--- src/rtl/chanstat_pkg.sv ---
package chanstat_pkg;
  localparam int B_BUSERR  = 0;
  localparam int B_START   = 1;
  localparam int B_END     = 2;
  localparam int B_STOPPED = 3;
  localparam int B_RAS     = 4;
  localparam int B_REQ     = 8;
  localparam int B_EOR     = 9;
  localparam int B_CMP     = 10;
  localparam int B_MASKRUN = 22;
  localparam int B_RASEN   = 23;
  localparam int B_CMPCLR  = 24;
  localparam int B_CMPSET  = 25;
  localparam int B_EORSTOP = 26;
  localparam int B_EORJMP  = 27;
  localparam int B_EOREN   = 28;
  localparam int B_STOPEN  = 29;
  localparam int B_NODESC  = 30;
  localparam int B_RUN     = 31;

  localparam logic [31:0] KEEP_MASK = 32'h0000_071F;
  localparam logic [31:0] W1C_MASK  = 32'h0000_0207;
  localparam logic [31:0] CTRL_MASK = 32'hFC80_0000;
  localparam logic [31:0] RST_WORD  = 32'h0000_0008;

  function automatic logic word_irq(input logic [31:0] w);
    return w[B_START] | w[B_END]
         | (w[B_STOPPED] & w[B_STOPEN])
         | (w[B_EOR] & w[B_EOREN])
         | (w[B_RAS] & w[B_RASEN]);
  endfunction
endpackage

--- src/rtl/chanstat_cell.sv ---
module chanstat_cell
  import chanstat_pkg::*;
(
  input  logic        clk,
  input  logic        rst_n,
  input  logic        we,
  input  logic [31:0] wd,
  input  logic        ev_buserr,
  input  logic        ev_start,
  input  logic        ev_end,
  input  logic        ev_stop,
  input  logic        ev_eor,
  input  logic        ev_ras,
  output logic [31:0] word_q,
  output logic        int_bit
);
  logic [31:0] nxt;

  always_comb begin
    nxt = word_q;
    if (we) begin
      nxt = (word_q & KEEP_MASK & ~(wd & W1C_MASK)) | (wd & CTRL_MASK);
      if (wd[B_RUN])          nxt[B_STOPPED] = 1'b0;
      else if (!wd[B_MASKRUN]) nxt[B_STOPPED] = 1'b1;
      if (wd[B_CMPCLR])       nxt[B_CMP] = 1'b0;
      if (wd[B_CMPSET])       nxt[B_CMP] = 1'b1;
    end
    if (ev_buserr) nxt[B_BUSERR] = 1'b1;
    if (ev_start)  nxt[B_START]  = 1'b1;
    if (ev_end)    nxt[B_END]    = 1'b1;
    if (ev_eor)    nxt[B_EOR]    = 1'b1;
    if (ev_ras)    nxt[B_RAS]    = 1'b1;
    if (ev_stop) begin
      nxt[B_STOPPED] = 1'b1;
      nxt[B_RUN]     = 1'b0;
    end
  end

  always_ff @(posedge clk) begin
    if (!rst_n) word_q <= RST_WORD;
    else        word_q <= nxt;
  end

  assign int_bit = word_irq(word_q);
endmodule

--- src/rtl/chanstat_rdmux.sv ---
module chanstat_rdmux
  import chanstat_pkg::*;
#(
  parameter int NUM_CH = 8,
  parameter int IDX_W  = 5
) (
  input  logic [NUM_CH-1:0][31:0] words,
  input  logic [NUM_CH-1:0]       req_active,
  input  logic [NUM_CH-1:0]       int_vec,
  input  logic                    rd_sum,
  input  logic [IDX_W-1:0]        rd_ch,
  output logic [31:0]             rd_data
);
  logic [31:0] sel_word;
  logic [31:0] sum_word;

  always_comb begin
    sel_word = '0;
    for (int c = 0; c < NUM_CH; c++) begin
      if (rd_ch == IDX_W'(c)) begin
        sel_word = words[c];
        sel_word[B_REQ] = req_active[c];
      end
    end
    sum_word = '0;
    sum_word[NUM_CH-1:0] = int_vec;
  end

  assign rd_data = rd_sum ? sum_word : sel_word;
endmodule

--- src/rtl/chanstat_regs.sv ---
module chanstat_regs
  import chanstat_pkg::*;
#(
  parameter int NUM_CH = 8
) (
  input  logic              clk,
  input  logic              rst_n,
  input  logic              wr_en,
  input  logic [4:0]        wr_ch,
  input  logic [31:0]       wr_data,
  input  logic              rd_sum,
  input  logic [4:0]        rd_ch,
  output logic [31:0]       rd_data,
  input  logic [NUM_CH-1:0] req_active,
  input  logic [NUM_CH-1:0] evt_buserr,
  input  logic [NUM_CH-1:0] evt_start,
  input  logic [NUM_CH-1:0] evt_end,
  input  logic [NUM_CH-1:0] evt_stop,
  input  logic [NUM_CH-1:0] evt_eor,
  input  logic [NUM_CH-1:0] evt_ras,
  output logic [NUM_CH-1:0] chan_run,
  output logic [NUM_CH-1:0] int_vec,
  output logic              irq
);
  localparam int IDX_W = 5;

  logic [NUM_CH-1:0][31:0] stat_q;

  for (genvar c = 0; c < NUM_CH; c++) begin : g_ch
    chanstat_cell u_cell (
      .clk       (clk),
      .rst_n     (rst_n),
      .we        (wr_en && (wr_ch == IDX_W'(c))),
      .wd        (wr_data),
      .ev_buserr (evt_buserr[c]),
      .ev_start  (evt_start[c]),
      .ev_end    (evt_end[c]),
      .ev_stop   (evt_stop[c]),
      .ev_eor    (evt_eor[c]),
      .ev_ras    (evt_ras[c]),
      .word_q    (stat_q[c]),
      .int_bit   (int_vec[c])
    );
    assign chan_run[c] = stat_q[c][B_RUN];
  end

  assign irq = |int_vec;

  chanstat_rdmux #(.NUM_CH(NUM_CH), .IDX_W(IDX_W)) u_rdmux (
    .words      (stat_q),
    .req_active (req_active),
    .int_vec    (int_vec),
    .rd_sum     (rd_sum),
    .rd_ch      (rd_ch),
    .rd_data    (rd_data)
  );
endmodule

--- config.mk ---
export PLATFORM = sky130hd
export DESIGN_NAME = chanstat_regs
export DESIGN_NICKNAME = d
export VERILOG_FILES = /design/src/rtl/chanstat_pkg.sv /design/src/rtl/chanstat_cell.sv /design/src/rtl/chanstat_rdmux.sv /design/src/rtl/chanstat_regs.sv
export SDC_FILE = /design/constraint.sdc
export NUM_CORES = 1
export LEC_CHECK = 0
export BUFFER_PORTS_ARGS = -buffer_cell sky130_fd_sc_hd__clkbuf_2
export CORE_MARGIN = 2
export CORE_UTILIZATION = 45
export CTS_CLUSTER_DIAMETER = 150
export CTS_CLUSTER_SIZE = 12
export DETAILED_ROUTE_END_ITERATION = 10
export PLACE_DENSITY = 0.7
export REMOVE_ABC_BUFFERS = 1
export SKIP_CTS_REPAIR_TIMING = 1
export SYNTH_ARGS = -nofsm -noshare
export SYNTH_HDL_FRONTEND = slang
export SYNTH_HIERARCHICAL = 1
export SYNTH_SLANG_ARGS = --single-unit
--- constraint.sdc ---
create_clock -name clk -period 3.5 [get_ports clk]
set_input_delay 0.175 -clock clk [delete_from_list [all_inputs] [get_ports clk]]
set_output_delay 0.175 -clock clk [all_outputs]
set_load 0.1 [all_outputs]
* Yosys cells after proc, flatten, opt, wreduce, memory -nomap -nowiden *
Index checks and enable logic that the tools add are counted.

word-level totals
  output and inout port bits = 49
  memory bits (read-only) = 0
  memory bits (writable) = 0
  logic and storage cells = 292
  flip-flop bits (word level) = 256
  bits in latches = 0
  input port bits = 102
  memories kept = 0

operators by class
  mux-type cells = 89
  div/mod/pow operators = 0
  reduce and logical (&&, ||, !) cells = 59
  multipliers = 0
  bitwise logic cells = 74
  eq/ne operators = 14
  add/subtract/negate cells = 0
  shifts and indexed selects = 0
  magnitude comparators = 0

operator list
  operator                                       count
  2-to-1 mux 32 bit                              9
  bitwise AND 11 x 32 -> 32 bit                  8
  bitwise OR 32 bit                              8
  2-to-1 mux 10 bit                              8
  nonzero test 2 bit                             40
  2-to-1 mux 1 bit                               72
  == test 5 x 3 -> 1 bit, second input constant  8
  NOT 10 -> 32 bit                               1
  bitwise OR 1 bit                               32
  bitwise AND 1 bit                              24
  == test 5 x 2 -> 1 bit, second input constant  4
  OR reduction 2 bit                             8
  == test 5 x 1 -> 1 bit, second input constant  2
  logical NOT 5 bit                              2
  logical AND 1 bit                              8
  OR reduction 8 bit                             1
  NOT 1 bit                                      1

* Depth between registers and ports, before layout *
  depth in word-level cells = 10
  gate-level depth with buffers = 8
  depth with buffers taken out = 6

* By module *
Netlist, hierarchy kept.

by module, submodules not included
  module          area an instance (µm²)  sequential area each (µm²)  cells an instance  times used
  chanstat_cell   680.7                   280.3                       72                 8
  chanstat_rdmux  2508.7                  0.0                         400                1
  chanstat_regs   95.1                    0.0                         16                 1

* Worst setup path after synthesis *
Ideal clock, no wire load.

  path type = reg-to-output
  start point = register g_ch[1].u_cell.word_q[31]
  end point = output port rd_data[31]
  data required time = 3325 ps
  arrival = 4260 ps
  cell stages (with the launch flop) = 5
  setup slack = -935 ps
  cells stage by stage = dfxtp_1 > a21oi_1 > o2bb2ai_1 > a221oi_1 > nor4_1

on the way
  cells in the longest elaborated chain, start to end = 8

ends and longest elaborated chain
  item                             RTL line              source
  from (decl)                      chanstat_cell.sv:14   output logic [31:0] word_q,
  from (signal assigned)           chanstat_cell.sv:41   else word_q <= nxt;
  2-to-1 mux 32 bit (7 in series)  chanstat_rdmux.sv:20  if (rd_ch == IDX_W'(c)) begin
  2-to-1 mux 32 bit                chanstat_rdmux.sv:29  assign rd_data = rd_sum ? sum_word : sel_word;
  to (decl)                        chanstat_regs.sv:13   output logic [31:0] rd_data,

Every way passes these cells.

* Final worst setup path *
  start point = input port rd_ch[2]
  end point = output port rd_data[21]

on the way
  cells in the longest elaborated chain, start to end = 10
  elaborated cells between the ends (all ways) = 17
  classes of those cells = 7 x eq/ne; 9 x mux; 1 x reduce/logical

ends and longest elaborated chain
  item                             RTL line              source
  from (decl)                      chanstat_regs.sv:12   input logic [4:0] rd_ch,
  logical NOT 5 bit                chanstat_rdmux.sv:20
  2-to-1 mux 32 bit (7 in series)  chanstat_rdmux.sv:20
  2-to-1 mux 32 bit *              chanstat_rdmux.sv:20
  2-to-1 mux 32 bit *              chanstat_rdmux.sv:29

Every way passes the cells marked *; elsewhere a longest branch is shown, timed or not.

==> flow_summary.ini <==
[critical_path]
critical_path.startpoint_type = input port
crit_arrival_ns = 2.56
reg2reg_from = g_ch[0].u_cell/word_q[3]
crit_type = in2out
worst_setup_path_end_kind = primary output
r2r_slack_ns = 2.73
cp_data_required_time_ns = 3.32
rr_worst_depth = 2
worstPathMaxFanout = 20
r2r_end = g_ch[0].u_cell/word_q[3]

[layout]
n_antenna_cell = 0
largest_register_ffs = 112
top_regs = g_ch.u_cell/word_q: 112 flops
syn2layout_area_growth_pct = 10.3
largest_register = g_ch.u_cell/word_q
finish.utilization_pct = 50.7
instances_no_fill = 1320
nNetsFinal = 1192
drive_above_1_share_pct = 18.4

[sta]
slew_headroom_pct = 32.1
worst_pin_slew_ns = 1.02
fin_crit_sh_pct = 78.2
setup_viol_count_final = 0
tns_ns = 0
setup_ws_ns = 0.763
clock_skew_ns = 0
layout_min_cycle_time_ns = 2.74
rsz0062_at_grt = false
slew_violations = 0
max_freq_mhz = 365
hold_viol_final = 0

[floorplan]
initial_core_util_pct = 46.0
die_x_um = 137
core_mm2 = 0.0174
die_height_um = 137
rows = 48
num_io_pins = 151
dieArea_mm2 = 0.0188

[routing]
ant_nets = 0
drt-total-wl_mm = 23.7
drtIter0Drc = 722
drc = 0
via_per_inst = 5.43
firstDrtPassIters = 6
avgRoutedWirePerCell_um = 17.9
num_vias = 7162

[clock_tree]
clkTransAtPathRegs_ns = 0.08
root_buffer = clkbuf_16
cts_buffers = 9
clk_latency_ns = 0.35
clock_path_buffers = 2
h-tree-depth = 3
cts_tree = yes
clock-sinks = 112

[synthesis]
ys_warn_count = 6
synth_area_mm2 = 0.00799
syn_avg_cell_area_um2 = 8.12
synthCells = 984

[hold_path]
min_path_cells = 2
min_from = evt_stop[0]
hold_class = in2reg
holdPathEnd = g_ch[0].u_cell/word_q[31]

[placed_design]
io_buffers = 132
dp_cells = 1302
gp_congestion = 0.920
place_ws_ns = 0.787
hpwl_mm = 16.4

[power]
leakagePower_nw = 3.37
p_per_area_mw_per_mm2 = 353
max-vdd-ir-drop_uv = 222
finalPower_w = 0.00311

[global_route]
grt_max_degree = 113
grt_usage_pct = 24.8
grt_pass1_vias = 6433
antenna_found_initial = 0
grt_first_pass_wirelength_mm = 35.7
grt_overflow = 0

[flow_run]
drv_cap = 0

[status]
status = finished clean
==> per-layer routing <==
layer  wire length, um  up-vias  track usage [%]  share of wire [%]
met3              1910       59             3.27                8.1
met2             11000      326             40.4                 46
li1                  -     3464                -                  -
met5                 0        -                0                  0
met1             10100     3313             33.5                 43
met4               742        0             9.16                3.1
==> critical path: stages <==
cell and delay [ns]:
clkbuf_2 0.32, buf_4 0.23, nor2b_1 0.37, nand2b_1 0.34
a21oi_1 0.22, o22ai_1 0.09, a211oi_1 0.29, clkbuf_2 0.51
==> report_power, final <==
group,switching (W),internal (W)
clock network,0.000512,0.000565
logic,0.000478,0.000207
registers,0.0000404,0.00131
total,0.00103,0.00208
==> through the flow <==
step | hold WS (ns) | cell area, um2
floorplan | 0.245 | 7110
global placement | 0.361 | 8490
CTS | -0.0124 | 8790
detailed placement | 0.366 | 8490
global route | 0.00418 | 8810
finish | 0.00219 | 8810
==> worst max-delay path by stage <==
stage | to | cells past startpoint | startpoint | slack [ns]
finish | rd_data[21] | 8 | rd_ch[2] | 0.76
global route | rd_data[21] | 8 | rd_ch[2] | 0.50
CTS | rd_data[7] | 8 | rd_ch[2] | 0.79
detailed placement | rd_data[7] | 8 | rd_ch[2] | 0.79
global placement | rd_data[30] | 8 | rd_ch[2] | 0.81
floorplan | rd_data[31] | 4 | rd_ch[4] | -1.01
==> cells in the final DEF (no fill, tap or decap), types with 5 or more instances in the layout <==
master     instances
conb_1           136
clkbuf_2         116
dfxtp_1          112
nor2b_1          107
a21oi_1           83
nand2_1           75
nor2_1            65
mux2i_1           59
o21ai_0           37
buf_4             31
a211oi_1          28
a221oi_1          27
a22oi_1           23
a22o_1            19
o2bb2ai_1         19
nand2b_1          16
buf_12            14
o21a_1            11
clkbuf_16          9
nand3b_1           8
nor3b_2            8
a221o_1            7
o22ai_1            7
nand4b_1           6
nor3_1             5
o31ai_1            5
o221a_2            5
==> final cells by class <==
class | count | area (um2)
Multi-Input combinational cell | 802 | 4860
Clock inverter | 7 | 75.1
Fill cell | 1690 | 8550
Timing Repair Buffer | 163 | 1110
Clock buffer | 9 | 225
Tap cell | 225 | 282
Sequential cell | 112 | 2240
Inverter | 2 | 7.51
Power figures use the tool's default switching activity.
